**src/rtl/hsl_pkg.sv**
```systemverilog
package hsl_pkg;

    localparam int BYTE_W = 8;
    localparam logic [BYTE_W-1:0] SYNC_BYTE = 8'hB8;

    localparam int PREP_MIN = 2;
    localparam int PREP_MAX = 5;
    localparam int ZERO_MIN = 6;
    localparam int ZERO_MAX = 37;

    typedef enum logic [2:0] {
        LS_LP11     = 3'd0,
        LS_LP01     = 3'd1,
        LS_LP00     = 3'd2,
        LS_HS_ZERO  = 3'd3,
        LS_HS_DATA  = 3'd4,
        LS_HS_TRAIL = 3'd5,
        LS_MARK1    = 3'd6,
        LS_ULPS     = 3'd7
    } line_e;

    typedef enum logic [3:0] {
        ST_IDLE, ST_REQ11, ST_LP01, ST_PREP, ST_ZERO, ST_SYNC,
        ST_DATA, ST_TRAIL, ST_END, ST_ULPS, ST_WAKE
    } seq_e;

    typedef struct packed {
        line_e             line;
        logic              hs_en;
        logic [BYTE_W-1:0] hs_byte;
    } lane_out_s;

    function automatic logic [31:0] clamp32(input logic [31:0] v,
                                            input logic [31:0] lo,
                                            input logic [31:0] hi);
        if (v < lo)      return lo;
        else if (v > hi) return hi;
        else             return v;
    endfunction

endpackage

```
**src/rtl/hsl_timer.sv**
```systemverilog
module hsl_timer #(
    parameter int CNT_W = 32
) (
    input  logic             clk,
    input  logic             rst,
    input  logic             restart,
    input  logic             en,
    input  logic [CNT_W-1:0] target,
    output logic             hit
);
    logic [CNT_W-1:0] cnt;

    always_ff @(posedge clk) begin
        if (rst || restart) cnt <= '0;
        else if (en)        cnt <= cnt + 1'b1;
    end

    assign hit = en && (cnt == target - 1'b1);
endmodule

```
**src/rtl/hsl_cfg_latch.sv**
```systemverilog
module hsl_cfg_latch
    import hsl_pkg::*;
#(
    parameter int TLPX_W  = 8,
    parameter int PREP_W  = 3,
    parameter int ZERO_W  = 6,
    parameter int TRAIL_W = 4,
    parameter int WAKE_W  = 32
) (
    input  logic               clk,
    input  logic               rst,
    input  logic               load_burst,
    input  logic               load_wake,
    input  logic [TLPX_W-1:0]  raw_tlpx,
    input  logic [PREP_W-1:0]  raw_prep,
    input  logic [ZERO_W-1:0]  raw_zero,
    input  logic [TRAIL_W-1:0] raw_trail,
    input  logic [WAKE_W-1:0]  raw_wake,
    output logic [TLPX_W-1:0]  tlpx_q,
    output logic [PREP_W-1:0]  prep_q,
    output logic [ZERO_W-1:0]  zero_q,
    output logic [TRAIL_W-1:0] trail_q,
    output logic [WAKE_W-1:0]  wake_q,
    output logic               cfg_err
);
    logic [TLPX_W-1:0] tlpx_c;
    logic [PREP_W-1:0] prep_c;
    logic [ZERO_W-1:0] zero_c;
    logic [WAKE_W-1:0] wake_c;
    logic              burst_bad, wake_bad;

    always_comb begin
        tlpx_c    = (raw_tlpx == '0) ? TLPX_W'(1) : raw_tlpx;
        prep_c    = PREP_W'(clamp32(32'(raw_prep), PREP_MIN, PREP_MAX));
        zero_c    = ZERO_W'(clamp32(32'(raw_zero), ZERO_MIN, ZERO_MAX));
        wake_c    = (raw_wake == '0) ? WAKE_W'(1) : raw_wake;
        burst_bad = (tlpx_c != raw_tlpx) || (prep_c != raw_prep) || (zero_c != raw_zero);
        wake_bad  = (wake_c != raw_wake);
    end

    always_ff @(posedge clk) begin
        if (rst) begin
            tlpx_q  <= TLPX_W'(1);
            prep_q  <= PREP_W'(PREP_MIN);
            zero_q  <= ZERO_W'(ZERO_MIN);
            trail_q <= '0;
            wake_q  <= WAKE_W'(1);
            cfg_err <= 1'b0;
        end else begin
            if (load_burst) begin
                tlpx_q  <= tlpx_c;
                prep_q  <= prep_c;
                zero_q  <= zero_c;
                trail_q <= raw_trail;
            end
            if (load_wake) wake_q <= wake_c;
            if ((load_burst && burst_bad) || (load_wake && wake_bad)) cfg_err <= 1'b1;
        end
    end


    cfg_err_sticky_chk: assert property (@(posedge clk) disable iff (rst)
        cfg_err |=> cfg_err);
endmodule

```
**src/rtl/hs_lane_sequencer.sv**
```systemverilog
module hs_lane_sequencer
    import hsl_pkg::*;
#(
    parameter int TLPX_W  = 8,
    parameter int PREP_W  = 3,
    parameter int ZERO_W  = 6,
    parameter int TRAIL_W = 4,
    parameter int WAKE_W  = 32
) (
    input  logic               clk,
    input  logic               rst,
    input  logic               esc_tick,
    input  logic               esc_half_tick,
    input  logic               burst_req,
    input  logic               ulps_req,
    input  logic [TLPX_W-1:0]  cfg_tlpx,
    input  logic [PREP_W-1:0]  cfg_prep,
    input  logic [ZERO_W-1:0]  cfg_zero,
    input  logic [TRAIL_W-1:0] cfg_trail,
    input  logic [WAKE_W-1:0]  cfg_wakeup,
    input  logic               in_valid,
    input  logic [7:0]         in_data,
    input  logic               in_last,
    output logic               in_ready,
    output logic [2:0]         line_state,
    output logic               hs_en,
    output logic [7:0]         hs_byte,
    output logic               burst_done,
    output logic               cfg_err
);
    localparam int MSB = BYTE_W - 1;

    seq_e              state, state_n;
    logic [TLPX_W-1:0] tlpx_q;
    logic [PREP_W-1:0] prep_q;
    logic [ZERO_W-1:0] zero_q;
    logic [TRAIL_W-1:0] trail_q;
    logic [WAKE_W-1:0] wake_q;
    logic              load_burst, load_wake;
    logic              t_en, t_hit;
    logic [WAKE_W-1:0] t_tgt;
    logic [BYTE_W-1:0] data_q;
    logic              last_q, trail_lvl, accept;
    seq_e              after_payload;
    lane_out_s         lo;

    hsl_cfg_latch #(
        .TLPX_W(TLPX_W), .PREP_W(PREP_W), .ZERO_W(ZERO_W),
        .TRAIL_W(TRAIL_W), .WAKE_W(WAKE_W)
    ) u_cfg (
        .clk(clk), .rst(rst), .load_burst(load_burst), .load_wake(load_wake),
        .raw_tlpx(cfg_tlpx), .raw_prep(cfg_prep), .raw_zero(cfg_zero),
        .raw_trail(cfg_trail), .raw_wake(cfg_wakeup),
        .tlpx_q(tlpx_q), .prep_q(prep_q), .zero_q(zero_q),
        .trail_q(trail_q), .wake_q(wake_q), .cfg_err(cfg_err)
    );

    hsl_timer #(.CNT_W(WAKE_W)) u_timer (
        .clk(clk), .rst(rst), .restart(state_n != state),
        .en(t_en), .target(t_tgt), .hit(t_hit)
    );

    assign in_ready      = (state == ST_SYNC) || (state == ST_DATA && !last_q);
    assign accept        = in_ready && in_valid;
    assign after_payload = (trail_q == '0) ? ST_END : ST_TRAIL;

    always_comb begin
        state_n    = state;
        load_burst = 1'b0;
        load_wake  = 1'b0;
        t_en       = 1'b0;
        t_tgt      = '0;
        case (state)
            ST_IDLE: begin
                if (burst_req) begin
                    state_n = ST_REQ11; load_burst = 1'b1;
                end else if (ulps_req) begin
                    state_n = ST_ULPS;  load_wake  = 1'b1;
                end
            end
            ST_REQ11: begin
                t_en = esc_tick; t_tgt = WAKE_W'(tlpx_q);
                if (t_hit) state_n = ST_LP01;
            end
            ST_LP01: begin
                t_en = esc_tick; t_tgt = WAKE_W'(tlpx_q);
                if (t_hit) state_n = ST_PREP;
            end
            ST_PREP: begin
                t_en = esc_half_tick; t_tgt = WAKE_W'(prep_q);
                if (t_hit) state_n = ST_ZERO;
            end
            ST_ZERO: begin
                t_en = 1'b1; t_tgt = WAKE_W'(zero_q);
                if (t_hit) state_n = ST_SYNC;
            end
            ST_SYNC:  state_n = accept ? ST_DATA : after_payload;
            ST_DATA:  state_n = accept ? ST_DATA : after_payload;
            ST_TRAIL: begin
                t_en = 1'b1; t_tgt = WAKE_W'(trail_q);
                if (t_hit) state_n = ST_END;
            end
            ST_END:   state_n = ST_IDLE;
            ST_ULPS:  if (!ulps_req) state_n = ST_WAKE;
            ST_WAKE: begin
                t_en = esc_tick; t_tgt = wake_q;
                if (t_hit) state_n = ST_IDLE;
            end
            default:  state_n = ST_IDLE;
        endcase
    end

    always_ff @(posedge clk) begin
        if (rst) begin
            state     <= ST_IDLE;
            data_q    <= '0;
            last_q    <= 1'b0;
            trail_lvl <= 1'b0;
        end else begin
            state <= state_n;
            if (state == ST_ZERO) last_q <= 1'b0;
            if (accept) begin
                data_q <= in_data;
                last_q <= in_last;
            end
            if (state == ST_SYNC) trail_lvl <= ~SYNC_BYTE[MSB];
            if (state == ST_DATA) trail_lvl <= ~data_q[MSB];
        end
    end

    always_comb begin
        lo = '{line: LS_LP11, hs_en: 1'b0, hs_byte: '0};
        case (state)
            ST_LP01:  lo.line = LS_LP01;
            ST_PREP:  lo.line = LS_LP00;
            ST_ZERO:  begin lo.line = LS_HS_ZERO; lo.hs_en = 1'b1; end
            ST_SYNC:  begin lo.line = LS_HS_DATA; lo.hs_en = 1'b1; lo.hs_byte = SYNC_BYTE; end
            ST_DATA:  begin lo.line = LS_HS_DATA; lo.hs_en = 1'b1; lo.hs_byte = data_q; end
            ST_TRAIL: begin lo.line = LS_HS_TRAIL; lo.hs_en = 1'b1; lo.hs_byte = {BYTE_W{trail_lvl}}; end
            ST_ULPS:  lo.line = LS_ULPS;
            ST_WAKE:  lo.line = LS_MARK1;
            default:  lo.line = LS_LP11;
        endcase
    end

    assign line_state = lo.line;
    assign hs_en      = lo.hs_en;
    assign hs_byte    = lo.hs_byte;
    assign burst_done = (state == ST_END);


    lp01_order_chk: assert property (@(posedge clk) disable iff (rst)
        line_state == LS_LP01 |=> (line_state == LS_LP01 || line_state == LS_LP00));

    prep_exit_chk: assert property (@(posedge clk) disable iff (rst)
        line_state == LS_LP00 |=> (line_state == LS_LP00 || line_state == LS_HS_ZERO));

    sync_after_zero_chk: assert property (@(posedge clk) disable iff (rst)
        (line_state == LS_HS_DATA && $past(line_state) == LS_HS_ZERO) |-> hs_byte == SYNC_BYTE);

    starve_end_chk: assert property (@(posedge clk) disable iff (rst)
        (in_ready && !in_valid) |=> (line_state == LS_HS_TRAIL || line_state == LS_LP11));

    trail_stable_chk: assert property (@(posedge clk) disable iff (rst)
        (line_state == LS_HS_TRAIL && $past(line_state) == LS_HS_TRAIL) |-> $stable(hs_byte));

    done_single_chk: assert property (@(posedge clk) disable iff (rst)
        burst_done |=> !burst_done);
endmodule

```
**config.mk**
```make
export PLATFORM = sky130hd
export DESIGN_NAME = hs_lane_sequencer
export DESIGN_NICKNAME = d
export VERILOG_FILES = /design/src/rtl/hsl_pkg.sv /design/src/rtl/hsl_timer.sv /design/src/rtl/hsl_cfg_latch.sv /design/src/rtl/hs_lane_sequencer.sv
export SDC_FILE = /design/constraint.sdc
export NUM_CORES = 1
export LEC_CHECK = 0
export CAP_MARGIN = 10
export CELL_PAD_IN_SITES_DETAIL_PLACEMENT = 2
export CELL_PAD_IN_SITES_GLOBAL_PLACEMENT = 2
export CORE_ASPECT_RATIO = 1.5
export CORE_MARGIN = 2
export CORE_UTILIZATION = 34
export CTS_BUF_LIST = sky130_fd_sc_hd__clkbuf_4
export CTS_CLUSTER_DIAMETER = 80
export DETAILED_ROUTE_END_ITERATION = 16
export PLACE_DENSITY_LB_ADDON = 0.1
export SLEW_MARGIN = 15
export SYNTH_ARGS = -nofsm -noshare
export SYNTH_HDL_FRONTEND = slang
export SYNTH_HIERARCHICAL = 1
export SYNTH_SLANG_ARGS = --single-unit
```
**constraint.sdc**
```tcl
create_clock -name clk -period 7.93 [get_ports clk]
set_clock_uncertainty 0.2 [all_clocks]
set_input_delay 0.793 -clock clk [delete_from_list [all_inputs] [get_ports clk]]
set_output_delay 0.793 -clock clk [all_outputs]
set_load 0.01 [all_outputs]
```
Yosys cells after proc, flatten, opt, wreduce, memory -nomap -nowiden:

Index checks and enable logic that the tools add are counted.
W data, S select, Z words.

* flip-flop bits (word level): 100
* input port bits: 69
* output and inout port bits: 15
* logic and storage cells: 88

* equality and inequality tests: 16
* add/sub/neg operators: 2
* order comparisons: 4
* multiplexer cells: 32
* reductions and logical operators: 22
* bitwise gates (word level): 1

Operators by type and width (count)
* $pmux W32 S5: 1
* $mux W4: 11
* $pmux W4 S9: 1
* $add A32 B1 Y32 const B: 1
* $eq A32 B32 Y1: 1
* $logic_not A32 Y1: 1
* $mux W32: 1
* $ne A32 B32 Y1: 1
* $sub A32 B1 Y32 const B: 1
* $pmux W8 S3: 1
* $pmux W3 S7: 1
* $eq A4 B3 Y1 const B: 4
* $eq A4 B4 Y1 const B: 3
* $mux W6: 2
* $mux W1: 10
* $eq A4 B2 Y1 const B: 2
* $logic_not A4 Y1: 2
* $logic_not A8 Y1: 1
* $mux W8: 1
* $ne A8 B8 Y1: 1
* $gt A6 B6 Y1 const B: 1
* $lt A6 B3 Y1 const B: 1
* $mux W3: 2
* $ne A6 B6 Y1: 1
* 14 further kinds: 25

Longest topological paths before layout:

Gate-level depths: netlist (run 1).

* depth after elaboration: 10
* gate-level depth with buffers: 26
* mapped depth without buffers: 22

Cells and area by module:

Netlist (run 1), hierarchy kept.

Modules (own cells, without submodules)
* hsl_timer: seq. area each 640.6 um^2, area each 2522.4 um^2, times used 1, cells each 319
* hsl_cfg_latch: seq. area each 1081.0 um^2, area each 2059.5 um^2, times used 1, cells each 208
* hs_lane_sequencer: seq. area each 280.3 um^2, area each 1437.6 um^2, times used 1, cells each 199

Least setup slack after synthesis (run 1):

OpenSTA, ideal clock, no wires.

* path kind: reg-to-reg
* start: reg state[0]
* end: reg u_timer.cnt[22]
* library setup time: 0.071 ns
* required time: 7.659 ns
* path buffers: 6
* cell stages (with the launch flop): 26
* path slack: 2.314 ns
* data arrival time: 5.346 ns
* period minus slack after synthesis: 5.616 ns
* cells stage by stage: dfxtp_1 buf_6 nand2b_1 buf_4 nor2_1 buf_2 a222oi_1 inv_1 nor4_4 nand2_1 or3_1 xnor2_1 or4_1 or4_1 nor4b_2 buf_2 nor2b_1 o22ai_1 a2111oi_2 a211oi_2 xor2_1 nand3_1 or2_2 clkbuf_1 clkbuf_1 a21oi_1

* word-level cells in the longest chain between the ends: 10
* elaborated cells between the ends (all ways): 35
* those cells by class: add/sub (1); eq/ne (11); mux (13); reduce/logical (10)

RTL lines
* from (decl): line hs_lane_sequencer.sv:33 `seq_e state, state_n;`
* from (signal assigned): line hs_lane_sequencer.sv:120 `state <= state_n;`
* $eq A4 B2 Y1 / $eq A4 B1 Y1 (equally long branches): line hs_lane_sequencer.sv:73 `case (state)`
* $reduce_or A2 Y1 (no line)
* $pmux W32 S5 *: line hs_lane_sequencer.sv:73
* via t_tgt[4]: line hs_lane_sequencer.sv:41 `logic [WAKE_W-1:0] t_tgt;`
* $sub A32 B1 Y32 *: line hsl_timer.sv:18 `assign hit = en && (cnt == target - 1'b1);`
* $eq A32 B32 Y1 *: line hsl_timer.sv:18
* $logic_and A1 B1 Y1 *: line hsl_timer.sv:18
* via t_hit: line hs_lane_sequencer.sv:40 `logic t_en, t_hit;`
* $mux W4 (tied with other cells): line hs_lane_sequencer.sv:107 `if (t_hit) state_n = ST_IDLE;`
* $pmux W4 S9 *: line hs_lane_sequencer.sv:73
* $ne A4 B4 Y1 *: line hs_lane_sequencer.sv:59 `.clk(clk), .rst(rst), .restart(state_n != state),`
* $logic_or A1 B1 Y1 *: line hsl_timer.sv:14 `if (rst || restart) cnt <= '0;`
* to (signal assigned): line hsl_timer.sv:15 `else if (en) cnt <= cnt + 1'b1;`
* to (decl): line hsl_timer.sv:11 `logic [CNT_W-1:0] cnt;`

The timed path passes the listed nets; every way through them passes the cells marked *.
A chain may end at the register's enable or synchronous reset.

Worst setup path in the final report (run 1):

* start: reg state[2]
* end: reg u_timer.cnt[5]

Same word-level chain as after synthesis.

==> impl_results.md, run 1 <==
* Worst relative slew slack at 0.480
* First DRT Iteration DRCs at 137
* Slew Limit Fails at 0
* Max-cap violations at 0
* Buf/Inv on CP at 2
* Vias in the first global route at 6285
* Ys flop type: dfxtp_1
* Hold Fails Final Rpt at 0
* Wire per inst at 20.3 um
* Share of layout cells above drive strength 1 at 0.0694
* Hold WC Path Type: reg2reg
* Most used cell, CP: buf_4
* FF-to-FF setup slack at 960 ps
* Warnings, synthesis at 6
* Power Density at 161 nW/um^2
* Vias per std cell at 5.50
* Final GP Congestion at 0.873
* Fin crit period at 6970 ps
* Sequential power share at 0.471
* CP max FO at 32
* Post-route insts no fill at 1006
* Die Wd at 113 um
* Hold Path End: u_cfg/zero_q[3]
* Int Power at 0.000783 W
* Num Clock Sinks at 100
* Syn_nets at 797
* Hold slack at 295 ps
* Place WS at 1020 ps
* # rows at 59
* R2r endpoint: u_timer/cnt[5]
* CTS H-Tree Depth at 3
* CP Launch Type: flop
* Syn Area/Cell at 8.29 sq um
* First-pass GRT wire length at 32900 um
* Core ar. at 17300 sq um
* Tcrit/Tclk final at 0.878
* Area delta synth->final at 18.6%
* P_sw at 0.000364 W
* Post-CTS sizing at 0
* Unique masters post-synth at 79
* CTS tree: built
* Die Y at 167 um
* Clock power frac at 0.276
* Num ports at 84
* DRT antenna net count at 0
* Crit-path max cell delay at 800 ps
* DRT Wirelength at 20400 um
* Dpl hpwl at 16100 um
* Clock buffer count from CTS at 9
* Worst VDD drop at 0.0690 mV
* Final setup fails at 0
* Post-CTS Setup Bufs at 0
* Reg-to-Reg Start: state[2]
* Pleak at 2.56 nW
* Slew @ Worst Pin at 773 ps
* Total number of vias at 5534
* Worst Path Class, Setup: reg2reg
* Slowest CP cell: dfxtp_1
* PnR worst setup slack at 964 ps
* Worst setup EP type: flop
* Clock tree buffer depth at 2
* Arrival @ worst endpoint at 7180 ps
* TNS Setup at 0 ps
* Number of I/O port buffers at 83
* Inst Count DP at 989
* Number of synthesized flops with an enable pin at 0
* Sw Ratio at 0.318
* Worst path cell trace: nand2b_1, nor2_1, buf_4, a22oi_1, o21ai_0, nor4_4, nand4_1, or4b_1, a31oi_1, o221ai_1, or4_1, nor4b_2, buf_4, nor2b_1, o22ai_1, a2111oi_2, a211oi_2, xor2_1, nand3_1, or2_2, a21oi_1
* Status: completed
* # nets final at 858
* Reg2Reg Depth at 21
* Sequential area share after synthesis at 0.333
* Root Driver: clkbuf_4
* Hold Crit Depth at 2
* Syn Inst Count at 726
* CP required at 8150 ps
* RSZ-0062 raised after global routing: false
* DRC viols at 0
* CP delay by family, top: simple AND/OR/NAND/NOR gates
* Grt ovf at 0
* Initial Util at 0.347
* Initial antenna violation count at 1
* Yosys reg bits at 100
* GRT Total Usage at 0.221
* Largest net degree at the start of global routing at 66
* Hold wc startpoint: u_cfg/zero_q[3]
* Hold buffers post-CTS at 0
* Combinational share of power at 0.253
* Ys async rst share at 0
* Die Footprint at 18800 sq um
* Reg clk slew, reported paths at 160 ps
* Synthesized area at 6020 sq um
* DR pass1 iterations at 4
* Max Fclk at 0.144 GHz
* Clk Latency, worst-skew pair at 470 ps
## placed cells by master (no fill, tap or decap), drive strengths merged, types with 4 or more instances in the layout
cell type,netlist,final
and3,10,10
nand4,13,13
clkdlybuf4s50,0,82
mux2i,57,57
or2,4,4
or4,4,4
nor4,20,20
o21ai,26,26
dfxtp,100,100
and2,25,25
a21oi,27,27
nor3b,5,5
clkbuf,22,9
a22oi,11,11
nor2b,10,10
buf,18,8
xnor2,35,35
a31oi,4,4
o22ai,5,5
inv,15,17
or3,9,9
nand3,24,24
nand2b,16,16
nor3,17,17
xor2,37,37
nor2,116,116
nand3b,4,4
nand2,41,41
## synthesized netlist by cell type, types with 5 or more instances
master | n | share of area
clkbuf_1 | 22 | 0.014
nor2b_1 | 10 | 0.010
mux2i_1 | 57 | 0.095
a21oi_1 | 27 | 0.022
xnor2_1 | 35 | 0.051
nand3_1 | 24 | 0.020
nor3_1 | 16 | 0.013
buf_2 | 12 | 0.010
inv_1 | 14 | 0.0087
xor2_1 | 37 | 0.054
o21ai_0 | 24 | 0.020
or3_1 | 8 | 0.0083
a22oi_1 | 11 | 0.014
dfxtp_1 | 100 | 0.33
and3_1 | 10 | 0.010
nand2_1 | 39 | 0.024
nor2_1 | 115 | 0.072
and2_1 | 25 | 0.026
nand2b_1 | 14 | 0.015
nand4_1 | 12 | 0.012
o22ai_1 | 5 | 0.0052
nor4_1 | 15 | 0.016
## sequential cells by signal, indices dropped and copies added, names as in the netlist
name	count
data_q	8
last_q	1
state	4
trail_lvl	1
u_cfg/cfg_err	1
u_cfg/prep_q	3
u_cfg/tlpx_q	8
u_cfg/trail_q	4
u_cfg/wake_q	32
u_cfg/zero_q	6
u_timer/cnt	32
## cells by family after synthesis
group,Yosys count,share of synthesized area
xor+xnor,72,0.105
flops,100,0.333
simple gates,331,0.294
fa+ha+maj,2,0.00416
compound gates,109,0.128
buf+inv,55,0.0418
mux,57,0.0948
## power by group through the flow
stage / combinational [W] / clock, W / sequential [W]
2_1_floorplan: 0.000200 / 0 / 0.000542
3_3_place_gp: 0.000278 / 0 / 0.000550
3_5_place_dp: 0.000291 / 0 / 0.000551
4_1_cts: 0.000293 / 0.000336 / 0.000541
5_1_grt: 0.000320 / 0.000349 / 0.000543
6_report: 0.000290 / 0.000317 / 0.000540
## routing by layer
| layer | wire length (um) | GRT usage |
|---|---|---|
| met1 | 7280 | 0.218 |
| met2 | 11400 | 0.432 |
| met4 | 1110 | 0.122 |
| met3 | 629 | 0.0302 |
| met5 | 0 | 0 |
## worst max-delay path by stage
stage	depth (start not counted)	slack (ps)	from	endpoint
after floorplan	25	2310	state[0]	u_timer/cnt[22]
after global placement	21	1400	state[2]	u_timer/cnt[25]
after detailed placement	21	1020	state[2]	u_timer/cnt[6]
after CTS	21	980	state[2]	u_timer/cnt[6]
after global routing	21	390	state[2]	u_timer/cnt[6]
final	21	960	state[2]	u_timer/cnt[5]
## through the flow
stage	total power [W]	area, sq um	util
3_3_place_gp	0.000828	6970	0.402
4_1_cts	0.00117	7130	0.411
5_1_grt	0.00121	7140	0.411
6_report	0.00115	7140	0.411
3_5_place_dp	0.000842	6970	0.402
2_1_floorplan	0.000743	6020	-
## area by class of cell
| type | count | area [sq um] |
|---|---|---|
| Inverter | 15 | 56.3 |
| Fill cell | 1958 | 10200 |
| Multi-Input combinational cell | 571 | 3770 |
| Tap cell | 213 | 267 |
| Timing Repair Buffer | 90 | 878 |
| Sequential cell | 100 | 2000 |
| Clock inverter | 7 | 97.6 |
| Antenna cell | 1 | 2.50 |
| Clock buffer | 9 | 67.6 |
## tightest hold or removal path: cells and delay by family, from the launching register on
family	cells	cell delay (ps)
flops	1	340
simple gates	1	60
compound gates	1	60
Note: power is estimated with default switching activity, not from simulation.
==> run 2, diff against run 1 <==
--- a/config.mk
+++ b/config.mk
@@ -12,7 +12,7 @@
 export CORE_MARGIN = 2
 export CORE_UTILIZATION = 34
 export CTS_BUF_LIST = sky130_fd_sc_hd__clkbuf_4
-export CTS_CLUSTER_DIAMETER = 80
+export CTS_CLUSTER_DIAMETER = 50
 export DETAILED_ROUTE_END_ITERATION = 16
 export PLACE_DENSITY_LB_ADDON = 0.1
 export SLEW_MARGIN = 15
==> results of run 2 <==
No change in the layout: final DEF, timing and power equal those of run 1.
==> run 3, diff against run 2 <==
--- a/config.mk
+++ b/config.mk
@@ -15,6 +15,7 @@
 export CTS_CLUSTER_DIAMETER = 50
 export DETAILED_ROUTE_END_ITERATION = 16
 export PLACE_DENSITY_LB_ADDON = 0.1
+export RECOVER_POWER = 50
 export SLEW_MARGIN = 15
 export SYNTH_ARGS = -nofsm -noshare
 export SYNTH_HDL_FRONTEND = slang
==> impl_results.md, run 3 (same netlist as run 1, synthesis figures left out) <==
* Status: complete, but fails checks
* Failing checks: max-capacitance violations, max-slew violations
* RSZ-0062 raised after global routing: false
* Tcrit/Tclk final at 0.879 (about the same)
* CP Launch Type: flop
* Worst setup EP type: flop
* Design Area, Final at 7120 sq um (-0.23%)
* Vias in the first global route at 6285 (unchanged)
* Power Density at 161 nW/um^2 (+0.29%)
* Root Driver: clkbuf_4
* Area delta synth->final at 18.3%
* Pleak at 2.55 nW (-0.29%)
* DRT antenna net count at 0 (unchanged)
* Place WS at 1020 ps (unchanged)
* Clock tree buffer depth at 2 (unchanged)
* Wire per inst at 20.2 um (about the same)
* Total number of vias at 5535 (+0.018%)
* Commonest cells after routing, fill and taps aside: 115 x nor2_1, 100 x dfxtp_1, 81 x clkdlybuf4s50_1
* CP max FO at 32 (unchanged)
* FF+latch area at 2000 sq um (unchanged)
* Worst relative slew slack at -0.571 (-1.05)
* DRC viols at 0 (unchanged)
* Hold WC Path Type: reg2reg
* Dpl hpwl at 16100 um (unchanged)
* Initial Util at 0.347 (unchanged)
* Number of I/O port buffers at 83 (unchanged)
* Clock buffer count from CTS at 9 (unchanged)
* TNS Setup at 0 ps (unchanged)
* DP Area at 6970 sq um (unchanged)
* Largest regs: u_cfg/wake_q x32, u_timer/cnt x32
* GRT Total Usage at 0.221 (unchanged)
* Vias per std cell at 5.50 (about the same)
* Num ports at 84 (unchanged)
* Hold Fails Final Rpt at 0 (unchanged)
* Post-CTS sizing at 0 (unchanged)
* Post-CTS Setup Bufs at 0 (unchanged)
* Share of layout cells above drive strength 1 at 0.0619 (-0.00758)
* First DRT Iteration DRCs at 135 (-1.5%)
* DR pass1 iterations at 4 (unchanged)
* # rows at 59 (unchanged)
* Hold buffers post-CTS at 0 (unchanged)
* Worst Path Class, Setup: reg2reg
* Worst VDD drop at 0.0689 mV (about the same)
* Final setup fails at 0 (unchanged)
* Num Clock Sinks at 100 (unchanged)
* Max Fclk at 0.144 GHz (about the same)
* Fillers at 1963 (+0.26%)
* # nets final at 858 (unchanged)
* Die Y at 167 um (unchanged)
* Largest net degree at the start of global routing at 66 (unchanged)
* Core ar. at 17300 sq um (unchanged)
* Slew @ Worst Pin at 2360 ps (+1580 ps)
* Initial antenna violation count at 1 (unchanged)
* CTS H-Tree Depth at 3 (unchanged)
* CP required at 8150 ps (about the same)
* CTS tree: built
* PnR worst setup slack at 963 ps (-0.457 ps)
* Final GP Congestion at 0.873 (unchanged)
* Arrival @ worst endpoint at 7190 ps (about the same)
* First-pass GRT wire length at 32900 um (unchanged)
* Multi-input logic area at 3760 sq um (-0.13%)
* Max-cap violations at 2 (+2)
* Die Footprint at 18800 sq um (unchanged)
* DRT Wirelength at 20400 um (about the same)
* Reg clk slew, reported paths at 160 ps (about the same)
* Slew Limit Fails at 65 (+65)
* Die Wd at 113 um (unchanged)
* Grt ovf at 0 (unchanged)
* Clk Latency, worst-skew pair at 480 ps (about the same)
* Fin crit period at 6970 ps (+0.457 ps)
* Hold slack at 297 ps (+1.85 ps)
* Most common cell after layout, fill and taps aside: nor2_1
[run 3: power breakdown]
group | leakage, nW | internal [W] | switching, W
Clock | 0.0846 | 0.000130 | 0.000187
Sequential | 0.812 | 0.000523 | 0.0000173
Combinational | 1.65 | 0.000131 | 0.000159
Total | 2.55 | 0.000783 | 0.000364
[run 3: metrics by stage]
step / power [W] / utilization / std cells
final: 0.00115 / 0.410 / 1006
after global routing: 0.00121 / 0.410 / 1006
after CTS: 0.00117 / 0.411 / 1005
after detailed placement: 0.000842 / 0.402 / 989
after global placement: 0.000828 / 0.402 / 989
after floorplan: 0.000743 / - / 726
[run 3: area by class of cell]
cell class | count | share of cell area
inverters | 15 | 0.00791
clock inverters | 7 | 0.0137
repair buffers | 90 | 0.122
well taps | 213 | 0.0374
clock buffers | 9 | 0.00949
diodes | 1 | 0.000351
multi-input cells | 571 | 0.528
flip-flops and latches | 100 | 0.281
[run 3: worst paths after layout]
path	endpoint	cells past startpoint	start	slack (ps)
hold / removal	u_cfg/zero_q[3]	2	u_cfg/zero_q[3]	300
setup reg to reg	u_timer/cnt[5]	21	state[2]	960
hold reg to reg	u_cfg/zero_q[3]	2	u_cfg/zero_q[3]	300
setup / recovery	u_timer/cnt[5]	21	state[2]	960
[run 3: routing by layer]
layer | vias up | global-route usage | routed length (um)
met5 | - | 0 | 0
met4 | 0 | 0.122 | 1080
met3 | 53 | 0.0302 | 591
met2 | 110 | 0.432 | 11400
met1 | 2708 | 0.218 | 7260
li1 | 2664 | - | -
[run 3: worst max-delay path, cell delays in order (launching register included)]
cell	delay (ps)
dfxtp_1	780
nand2b_1	270
nor2_1	60
buf_4	220
a22oi_1	210
o21ai_0	300
nor4_4	550
nand4_1	540
or4b_1	640
a31oi_1	200
o221ai_1	150
or4_1	430
nor4b_2	390
buf_4	230
nor2b_1	140
o22ai_1	110
a2111oi_2	400
a211oi_2	90
xor2_1	140
nand3_1	80
or2_2	540
a21oi_1	210
